File: config.mk
export PLATFORM = sky130hd
export DESIGN_NAME = usbd_state_cmd
export DESIGN_NICKNAME = d
export VERILOG_FILES = /design/src/rtl/usbd_state_pkg.sv /design/src/rtl/usbd_cmd_decode.sv /design/src/rtl/usbd_dev_regs.sv /design/src/rtl/usbd_tok_match.sv /design/src/rtl/usbd_state_cmd.sv
export SDC_FILE = /design/constraint.sdc
export NUM_CORES = 1
export LEC_CHECK = 0
export BUFFER_PORTS_ARGS = -buffer_cell sky130_fd_sc_hd__buf_2
export CORE_MARGIN = 10
export CORE_UTILIZATION = 44
export CTS_CLUSTER_DIAMETER = 200
export DETAILED_ROUTE_END_ITERATION = 10
export PLACE_DENSITY = 0.8
export SLEW_MARGIN = 20
export SYNTH_ARGS = -nofsm -noshare
export SYNTH_HDL_FRONTEND = slang
export SYNTH_HIERARCHICAL = 1
export SYNTH_SLANG_ARGS = --single-unit
File: constraint.sdc
create_clock -name clk -period 2.2 [get_ports clk]
set_clock_uncertainty 0.15 [all_clocks]
set_input_delay 0.22 -clock clk [delete_from_list [all_inputs] [get_ports clk]]
set_output_delay 0.22 -clock clk [all_outputs]
set_load 0.005 [all_outputs]
File: src/rtl/usbd_state_pkg.sv
package usbd_state_pkg;

    localparam int ADDR_W = 7;

    localparam logic [7:0] CODE_SET_ADDR = 8'hD0;
    localparam logic [7:0] CODE_CONFIG   = 8'hD8;
    localparam logic [7:0] CODE_MODE     = 8'hF3;

    typedef enum logic [1:0] {
        EXP_NONE = 2'd0,
        EXP_ADDR = 2'd1,
        EXP_CONF = 2'd2,
        EXP_MODE = 2'd3
    } expect_e;

    typedef struct packed {
        logic       addr;
        logic       conf;
        logic       mode;
        logic [7:0] data;
    } reg_wr_t;

    typedef struct packed {
        logic              en;
        logic [ADDR_W-1:0] addr;
        logic              configured;
        logic              always_clk;
        logic              nak_irq;
    } dev_state_t;

    function automatic expect_e decode_code(input logic [7:0] code);
        case (code)
            CODE_SET_ADDR: decode_code = EXP_ADDR;
            CODE_CONFIG:   decode_code = EXP_CONF;
            CODE_MODE:     decode_code = EXP_MODE;
            default:       decode_code = EXP_NONE;
        endcase
    endfunction

endpackage

File: src/rtl/usbd_cmd_decode.sv
module usbd_cmd_decode
    import usbd_state_pkg::*;
(
    input  logic       clk,
    input  logic       rst,
    input  logic       bus_reset,
    input  logic       cmd_valid,
    input  logic       cmd_is_code,
    input  logic [7:0] cmd_byte,
    output reg_wr_t    wr
);

    expect_e pending_q;

    always_ff @(posedge clk) begin
        if (rst || bus_reset) begin
            pending_q <= EXP_NONE;
        end else if (cmd_valid) begin
            if (cmd_is_code) pending_q <= decode_code(cmd_byte);
            else             pending_q <= EXP_NONE;
        end
    end

    always_comb begin
        wr      = '0;
        wr.data = cmd_byte;
        if (cmd_valid && !cmd_is_code) begin
            wr.addr = (pending_q == EXP_ADDR);
            wr.conf = (pending_q == EXP_CONF);
            wr.mode = (pending_q == EXP_MODE);
        end
    end

    // A data strobe to a register needs a decoder that was armed by a code
    AST_DATA_NEEDS_CODE: assert property (@(posedge clk) disable iff (rst)
        (wr.addr || wr.conf || wr.mode) |-> (pending_q != EXP_NONE));

    AST_DECODER_IDLE_AFTER_DATA: assert property (@(posedge clk) disable iff (rst)
        (cmd_valid && !cmd_is_code) |=> (pending_q == EXP_NONE));

endmodule

File: src/rtl/usbd_dev_regs.sv
module usbd_dev_regs
    import usbd_state_pkg::*;
(
    input  logic       clk,
    input  logic       rst,
    input  logic       bus_reset,
    input  logic       status_done,
    input  reg_wr_t    wr,
    output dev_state_t st
);

    logic [ADDR_W-1:0] pend_addr_q;
    logic              pend_vld_q;

    always_ff @(posedge clk) begin
        if (rst) begin
            st          <= '{en: 1'b1, addr: '0, configured: 1'b0,
                             always_clk: 1'b0, nak_irq: 1'b0};
            pend_addr_q <= '0;
            pend_vld_q  <= 1'b0;
        end else if (bus_reset) begin
            st.en         <= 1'b1;
            st.addr       <= '0;
            st.configured <= 1'b0;
            pend_vld_q    <= 1'b0;
        end else begin
            if (status_done && pend_vld_q) begin
                st.addr    <= pend_addr_q;
                pend_vld_q <= 1'b0;
            end
            if (wr.addr) begin
                pend_addr_q <= wr.data[ADDR_W-1:0];
                pend_vld_q  <= 1'b1;
                st.en       <= wr.data[7];
            end
            if (wr.conf) st.configured <= wr.data[0];
            if (wr.mode) begin
                st.always_clk <= wr.data[0];
                st.nak_irq    <= wr.data[1];
            end
        end
    end

    AST_BUSRST_DEFAULTS: assert property (@(posedge clk) disable iff (rst)
        bus_reset |=> (st.addr == '0 && st.en && !st.configured));

    AST_ADDR_ONLY_ON_STATUS: assert property (@(posedge clk) disable iff (rst)
        (!status_done && !bus_reset) |=> $stable(st.addr));

    AST_MODE_KEEPS_ON_BUSRST: assert property (@(posedge clk) disable iff (rst)
        (bus_reset && !wr.mode) |=> ($stable(st.always_clk) && $stable(st.nak_irq)));

endmodule

File: src/rtl/usbd_tok_match.sv
module usbd_tok_match
    import usbd_state_pkg::*;
#(
    parameter int EP_W = 4,
    localparam int NUM_EP = 1 << EP_W
) (
    input  logic              clk,
    input  logic              rst,
    input  dev_state_t        st,
    input  logic              suspended,
    input  logic              tok_valid,
    input  logic [ADDR_W-1:0] tok_addr,
    input  logic [EP_W-1:0]   tok_ep,
    input  logic              tok_in,
    input  logic [NUM_EP-1:0] ep_en,
    input  logic              txn_ok,
    input  logic              txn_nak,
    output logic              tok_accept,
    output logic              ctl_in_irq,
    output logic              led_n,
    output logic              clk_req
);

    logic addr_hit, is_ctrl, ep_open;

    always_comb begin
        is_ctrl    = (tok_ep == '0);
        addr_hit   = tok_valid && st.en && (tok_addr == st.addr);
        ep_open    = is_ctrl || (st.configured && ep_en[tok_ep]);
        tok_accept = addr_hit && ep_open;
        ctl_in_irq = tok_accept && is_ctrl && tok_in &&
                     (txn_ok || (txn_nak && st.nak_irq));
        led_n      = !(st.configured && !suspended);
        clk_req    = st.always_clk || !suspended;
    end

    AST_DISABLED_SILENT: assert property (@(posedge clk) disable iff (rst)
        !st.en |-> !tok_accept);

    AST_UNCONF_CTRL_ONLY: assert property (@(posedge clk) disable iff (rst)
        (tok_accept && !st.configured) |-> (tok_ep == '0));

    AST_LED_OFF_SUSPENDED: assert property (@(posedge clk) disable iff (rst)
        suspended |-> led_n);

    AST_CLK_HELD: assert property (@(posedge clk) disable iff (rst)
        st.always_clk |-> clk_req);

    AST_IRQ_CTRL_IN: assert property (@(posedge clk) disable iff (rst)
        ctl_in_irq |-> (tok_in && tok_accept));

endmodule

File: src/rtl/usbd_state_cmd.sv
module usbd_state_cmd
    import usbd_state_pkg::*;
#(
    parameter int EP_W = 4,
    localparam int NUM_EP = 1 << EP_W
) (
    input  logic              clk,
    input  logic              rst,
    input  logic              cmd_valid,
    input  logic              cmd_is_code,
    input  logic [7:0]        cmd_byte,
    input  logic              bus_reset,
    input  logic              status_done,
    input  logic              suspended,
    input  logic              tok_valid,
    input  logic [6:0]        tok_addr,
    input  logic [EP_W-1:0]   tok_ep,
    input  logic              tok_in,
    input  logic [NUM_EP-1:0] ep_en,
    input  logic              txn_ok,
    input  logic              txn_nak,
    output logic              tok_accept,
    output logic              ctl_in_irq,
    output logic              led_n,
    output logic              clk_req,
    output logic [6:0]        dev_addr,
    output logic              dev_en,
    output logic [7:0]        cfg_rd,
    output logic [7:0]        mode_rd
);

    reg_wr_t    wr;
    dev_state_t st;

    usbd_cmd_decode u_decode (
        .clk         (clk),
        .rst         (rst),
        .bus_reset   (bus_reset),
        .cmd_valid   (cmd_valid),
        .cmd_is_code (cmd_is_code),
        .cmd_byte    (cmd_byte),
        .wr          (wr)
    );

    usbd_dev_regs u_regs (
        .clk         (clk),
        .rst         (rst),
        .bus_reset   (bus_reset),
        .status_done (status_done),
        .wr          (wr),
        .st          (st)
    );

    usbd_tok_match #(.EP_W(EP_W)) u_match (
        .clk        (clk),
        .rst        (rst),
        .st         (st),
        .suspended  (suspended),
        .tok_valid  (tok_valid),
        .tok_addr   (tok_addr),
        .tok_ep     (tok_ep),
        .tok_in     (tok_in),
        .ep_en      (ep_en),
        .txn_ok     (txn_ok),
        .txn_nak    (txn_nak),
        .tok_accept (tok_accept),
        .ctl_in_irq (ctl_in_irq),
        .led_n      (led_n),
        .clk_req    (clk_req)
    );

    always_comb begin
        dev_addr = st.addr;
        dev_en   = st.en;
        cfg_rd   = {7'b0, st.configured};
        mode_rd  = {6'b0, st.nak_irq, st.always_clk};
    end

endmodule

==> results of run 1 <==
## how the worst max path moves through the flow
stage,end,start,depth (start not counted)
2_1_floorplan,ctl_in_irq,u_regs/st[7],4
3_3_place_gp,ctl_in_irq,u_regs/st[7],5
3_5_place_dp,ctl_in_irq,u_regs/st[7],5
4_1_cts,ctl_in_irq,u_regs/st[7],5
5_1_grt,ctl_in_irq,u_regs/st[3],5
6_report,ctl_in_irq,u_regs/st[3],5
## cell families after synthesis
group                  after synthesis
AO/OA/AOI/OAI                       16
XOR/XNOR                             7
buffers and inverters               28
flip-flops                          21
multiplexers                        16
other                                1
AND/OR/NAND/NOR                     55
## through the flow
| step | hold slack [ns] | setup WS, ns | utilization [%] |
|---|---|---|---|
| 6_report | 0.0176 | 0.102 | 55.8 |
| 5_1_grt | 0.0226 | 0.0179 | 55.8 |
| 4_1_cts | 0.0138 | 0.0105 | 55.5 |
| 3_5_place_dp | 0.305 | 0.335 | 53.7 |
| 3_3_place_gp | 0.301 | 0.361 | 53.7 |
| 2_1_floorplan | 0.135 | 0.494 | - |
## where the power goes
part | leakage (nW) | switching, mW | internal [mW]
logic | 0.487 | 0.0479 | 0.0557
registers | 0.170 | 0.0000303 | 0.379
clock network | 0.0177 | 0.113 | 0.0677
## registers in the layout, summed over array words and instances, names as in the netlist
register	cells
u_decode/pending_q	2
u_regs/pend_addr_q	7
u_regs/pend_vld_q	1
u_regs/st	11
## final cells by class
type                    count  area (sq um)
repair buffers             63           328
fillers                   292          1240
clock buffers               3          22.5
flip-flops and latches     21           424
inverters                   2          7.51
multi-input cells         107           741
well taps                  31          38.8
clock inverters             1          5.00
## Yosys cell counts, types with 2 or more instances
cell type	instances
buf_4	21
dfxtp_1	21
nor2_1	14
mux2i_1	11
nand2_1	10
a21oi_1	9
nand3_1	9
xnor2_1	5
nor2b_1	4
buf_2	3
nand2b_1	3
buf_6	2
inv_1	2
mux2_2	2
mux4_1	2
nand3b_1	2
nor3_1	2
nor4b_2	2
xor2_1	2
## layout by cell type, fill, tap and decap left out, types with 2 or more instances in the layout
master,n
dlygate4sd3_1,2
mux2_2,2
nand3b_1,2
xnor2_1,4
nor2b_1,4
mux4_1,2
buf_2,60
a21oi_1,9
clkbuf_4,3
nand3_1,9
xor2_1,2
mux2i_1,11
conb_1,13
nand2b_1,3
inv_1,2
nor3_1,2
nand2_1,10
nor4b_2,2
dfxtp_1,20
nor2_1,14
## routing by layer
metal / vias to the layer above / share of wire [%]
met5: - / 0
met4: 0 / 0.41
met3: 2 / 11
met2: 47 / 49
met1: 492 / 40
li1: 584 / -
## repair_timing
action | in CTS | in global routing
hold endpoints to repair | 2 | 0
setup buffers | 0 | 0
hold buffers | 2 | 0
endpoints found under the setup margin | 1 | 1
pin swaps | 0 | 3
resized for setup | 1 | 2
==> flow_summary_export.csv, run 1 <==
group,metric,value,unit
setup_path,worstPathMaxFanout,3,
clock_network,cts_max_level,1,
layout,antennaDiodeCount,0,
detailed_routing,vias,1125,
setup_path,r2r-start,"u_decode/pending_q[0]",
die,start_util,46.7,%
yosys,synthCells,144,
layout,finalNonFillerCells,228,
die,dieHeight,74.6,microns
detailed_routing,ant_nets,0,
setup_path,reg2reg_slack,0.70,ns
timing,setup_tns,0,ns
die,die-area,0.00556,sq mm
detailed_routing,wl_per_cell,13.9,microns
timing,setup_viol,0,
timing,rsz0062_at_grt,"no",
power_and_ir_drop,p_per_area,424,mW/mm^2
clock_network,cts_tree,"built",
clock_network,clock-sinks,21,
yosys,synth-compound-area-share,8.30,%
hold_path,hold-path-cell-count,2,
yosys,ys_ff_latch,21,
setup_path,critical_path.cell_chain,"xnor2_1, nand4_1, or4_4, nor4b_2, buf_2",
placed_design,place_area,0.00151,sq mm
grt,grt_util_all_layers,10.9,%
yosys,synth_ff_type,"dfxtp_1",
placed_design,place.gp.congestion,0.819,
setup_path,critPathLaunchType,"register",
yosys,yosys_warnings,6,
yosys,ys_types,37,
hold_path,hold_start,"bus_reset",
yosys,synth-xor-area-share,4.68,%
grt,grt_pass1_vias,1114,
placed_design,dp.cells,222,
clock_network,cts.root.buffer_cell,"clkbuf_4",
detailed_routing,drt_iter0_drc,27,
timing,finalCriticalPeriod,2.10,ns
setup_path,crit_required,1.83,ns
detailed_routing,drcViolationCount,0,
die,ios,74,
power_and_ir_drop,p_leak,0.675,nW
hold_path,min_path_type,"in2reg",
yosys,synth_top_family_by_area,"simple AND/OR/NAND/NOR gates",
setup_path,rr_endpoint,"u_regs/pend_addr_q[0]",
yosys,synthMuxAreaShare,15.8,%
setup_path,cp.arrival,1.73,ns
yosys,ys_top_cells_by_area,"dfxtp_1 (32%), buf_4 (12%), mux2i_1 (8.4%)",
placed_design,port_buffers,60,
yosys,synth_top_area_share,32.1,%
run,drv_cap,0,
power_and_ir_drop,power.total,0.664,mW
setup_path,crit_type,"reg2out",
grt,met1_usage,11.9,%
outcome,status,"complete, no violations",
yosys,synth_top_area_cell,"dfxtp_1",
setup_path,critical_path.slowest_cell,"or4_4",
grt,grt_remaining_overflow,0,
detailed_routing,drt_first_pass_iters,4,
clock_network,numCtsBuffers,3,
setup_path,cpLargestDelayFamily,"simple AND/OR/NAND/NOR gates",
grt,grt.busiest_layer,"met2",
die,row_count,19,
grt,grt_pass1_wl,4890,microns
detailed_routing,avgViaCountPerCell,4.93,
yosys,synthSimpleGateAreaFrac,23.4,%
grt,antenna_found_initial,0,
grt,use_met2,19.1,%
setup_path,endpoint_kind,"output port",
timing,report.final.slew_viol_count,0,
yosys,synth_area,0.00131,sq mm
layout,layout.nets,244,
yosys,ys_seq_area_share,32.1,%
setup_path,r2r_cells,6,
die,core,0.00281,sq mm
timing,fin_crit_sh,95.4,%
layout,drive_gt1_share,38.6,%
grt,grt_max_degree,14,
detailed_routing,routed_wl,3180,microns
grt,use_met3,3.99,%
die,die_w,74.6,microns
power_and_ir_drop,vdd_ir_drop_max,0.000333,V
layout,fin_area,0.00157,sq mm
placed_design,dp.final_hpwl,2710,microns
timing,timing.fmax,0.477,GHz
yosys,synth-edff-count,0,
clock_network,clkTransAtPathRegs,0.12,ns
timing,hold_viol_final,0,
yosys,synthArstFlopShare,0,%
clock_network,cts_buffer_depth,2,
yosys,synth_fa_ha_area_share,0,%
hold_path,hold_end,"u_decode/pending_q[1]",
setup_path,cpPeakStageDelay,0.44,ns
clock_network,clk_latency,0.30,ns
layout,area_delta_synth_final,19.5,%
yosys,avgSynthCellArea,9.11,sq um
setup_path,path_buf_inv,1,
Power figures use the tool's default switching activity.
==> run 2, diff against run 1 <==
--- a/config.mk
+++ b/config.mk
@@ -6,6 +6,7 @@
 export NUM_CORES = 1
 export LEC_CHECK = 0
 export BUFFER_PORTS_ARGS = -buffer_cell sky130_fd_sc_hd__buf_2
+export CORE_ASPECT_RATIO = 0.75
 export CORE_MARGIN = 10
 export CORE_UTILIZATION = 44
 export CTS_CLUSTER_DIAMETER = 200
==> flow_summary_export.csv, run 2 (same netlist as run 1, synthesis figures left out) <==
group,metric,value,unit
grt,grt_pass1_wl,5310,microns
hold_path,min_path_type,"in2reg",
setup_path,critical_path.slowest_cell,"or4_4",
clock_network,cts.root.buffer_cell,"clkbuf_8",
layout,largest_registers,"u_regs/st (11), u_regs/pend_addr_q (7), u_decode/pending_q (2)",
timing,holdWs,0.0350,ns
setup_path,r2r_cells,6,
setup_path,crit_required,1.83,ns
die,row_count,17,
detailed_routing,drcViolationCount,0,
clock_network,clock-sinks,21,
power_and_ir_drop,p_leak,0.674,nW
timing,timing.fmax,0.471,GHz
die,core,0.00289,sq mm
die,dieHeight,67.3,microns
setup_path,worstPathMaxFanout,3,
hold_path,hold-path-cell-count,2,
setup_path,critPathLaunchType,"register",
layout,final_cell_mix,"buf_2 (60), dfxtp_1 (20), nor2_1 (14)",
detailed_routing,wl_per_cell,14.4,microns
setup_path,endpoint_kind,"output port",
die,ios,74,
layout,fill_cells,281,
setup_path,crit_type,"reg2out",
layout,largest_register_ffs,11,
layout,fin_util,54.3,%
setup_path,critical_path.cell_chain,"xnor2_2, nand3_1, or4_4, nor4b_2, buf_2",
layout,max_flop_register,"u_regs/st",
layout,layout.nets,242,
clock_network,clk_latency,0.26,ns
layout,final_common_cell,"buf_2",
clock_network,cts_tree,"built",
die,die_w,83.0,microns
hold_path,hold_end,"u_regs/st[10]",
setup_path,reg2reg_slack,0.72,ns
setup_path,cpPeakStageDelay,0.50,ns
power_and_ir_drop,power.total,0.733,mW
setup_path,path_buf_inv,1,
timing,report.final.slew_viol_count,0,
timing,finalCriticalPeriod,2.12,ns
placed_design,port_buffers,60,
power_and_ir_drop,vdd_ir_drop_max,0.000291,V
grt,grt_pass1_vias,1159,
die,die-area,0.00559,sq mm
detailed_routing,drt_first_pass_iters,4,
timing,setup_viol,0,
layout,area_delta_synth_final,19.8,%
clock_network,clkTransAtPathRegs,0.08,ns
setup_path,r2r-start,"u_decode/pending_q[0]",
layout,drive_gt1_share,39.0,%
setup_path,cp.arrival,1.75,ns
detailed_routing,routed_wl,3350,microns
detailed_routing,drt_iter0_drc,48,
placed_design,dp.final_hpwl,2830,microns
hold_path,hold_start,"cmd_byte[7]",
setup_path,rr_endpoint,"u_regs/pend_addr_q[0]",
power_and_ir_drop,p_per_area,467,mW/mm^2
timing,hold_viol_final,0,
grt,grt_util_all_layers,11.1,%
setup_path,cpLargestDelayFamily,"simple AND/OR/NAND/NOR gates",
grt,grt_remaining_overflow,0,
detailed_routing,avgViaCountPerCell,5.02,
clock_network,cts_max_level,1,
grt,antenna_found_initial,0,
clock_network,cts_buffer_depth,2,
placed_design,place.gp.congestion,0.852,
layout,antennaDiodeCount,0,
clock_network,numCtsBuffers,3,
die,start_util,45.3,%
grt,grt_max_degree,14,
detailed_routing,vias,1170,
detailed_routing,ant_nets,0,
run,drv_cap,0,
outcome,status,"complete, no violations",
timing,fin_crit_sh,96.5,%
clock_network,holdBufCountCts,0,
[run 2: changes by cell type in the layout (fill, tap and decap cells not counted)]
| cell | delta |
|---|---|
| clkbuf_8 | +3 |
| dfxtp_4 | -1 |
| dlygate4sd3_1 | -2 |
| dfxtp_2 | +1 |
| clkbuf_4 | -3 |
[run 2: through the flow]
stage | setup TNS (ns) | area [sq um] | setup slack, ns | instances
floorplan | 0 | 1360 | 0.494 | 156
global placement | 0 | 1520 | 0.371 | 229
detailed placement | 0 | 1520 | 0.339 | 229
CTS | 0 | 1560 | 0.0500 | 233
global route | -0.0123 | 1570 | -0.0123 | 233
finish | 0 | 1570 | 0.0774 | 233
[run 2: worst max path at each step]
stage	start	to	slack [ns]	cells after the start
final	u_regs/st[7]	ctl_in_irq	0.08	5
after global routing	u_regs/st[7]	ctl_in_irq	-0.01	5
after CTS	u_regs/st[7]	ctl_in_irq	0.05	5
after detailed placement	u_regs/st[7]	ctl_in_irq	0.34	5
after global placement	u_regs/st[7]	ctl_in_irq	0.37	5
after floorplan	u_regs/st[7]	ctl_in_irq	0.49	4
[run 2: report_power, final]
part | internal [mW] | leakage (nW) | switching [mW]
Combinational | 0.0534 | 0.479 | 0.0495
Sequential | 0.380 | 0.170 | 0.0000276
Clock | 0.126 | 0.0255 | 0.125
Total | 0.559 | 0.674 | 0.174
[run 2: repair_timing]
item,in CTS,in global routing
buffers inserted,0,0
endpoints found under the setup margin,0,1
gates resized for setup,0,2
[run 2: area by class of cell]
cell class | instances | area (sq um) | share of cell area [%]
Multi-Input combinational cell | 107 | 741 | 47.1
Clock buffer | 3 | 41.3 | 2.63
Timing Repair Buffer | 61 | 308 | 19.6
Tap cell | 38 | 47.5 | 3.03
Inverter | 2 | 7.51 | 0.478
Clock inverter | 1 | 5.00 | 0.318
Sequential cell | 21 | 422 | 26.8
[run 2: routing by layer]
| metal | wire (microns) | vias to the layer above | track usage, % | part of all wire (%) |
|---|---|---|---|---|
| met5 | 0 | - | 0 | 0 |
| li1 | - | 577 | - | - |
| met3 | 323 | 2 | 4.69 | 9.6 |
| met1 | 1450 | 534 | 13.6 | 43 |
| met4 | 14 | 0 | 2.54 | 0.42 |
| met2 | 1560 | 57 | 18.0 | 47 |
[run 2: worst reg2reg max path, cell delays in order (launching register included)]
cell	delay, ns
dfxtp_1	0.35
nand2_1	0.06
nor2_1	0.20
nor2b_1	0.16
buf_4	0.18
mux2i_1	0.21
nor2_1	0.06
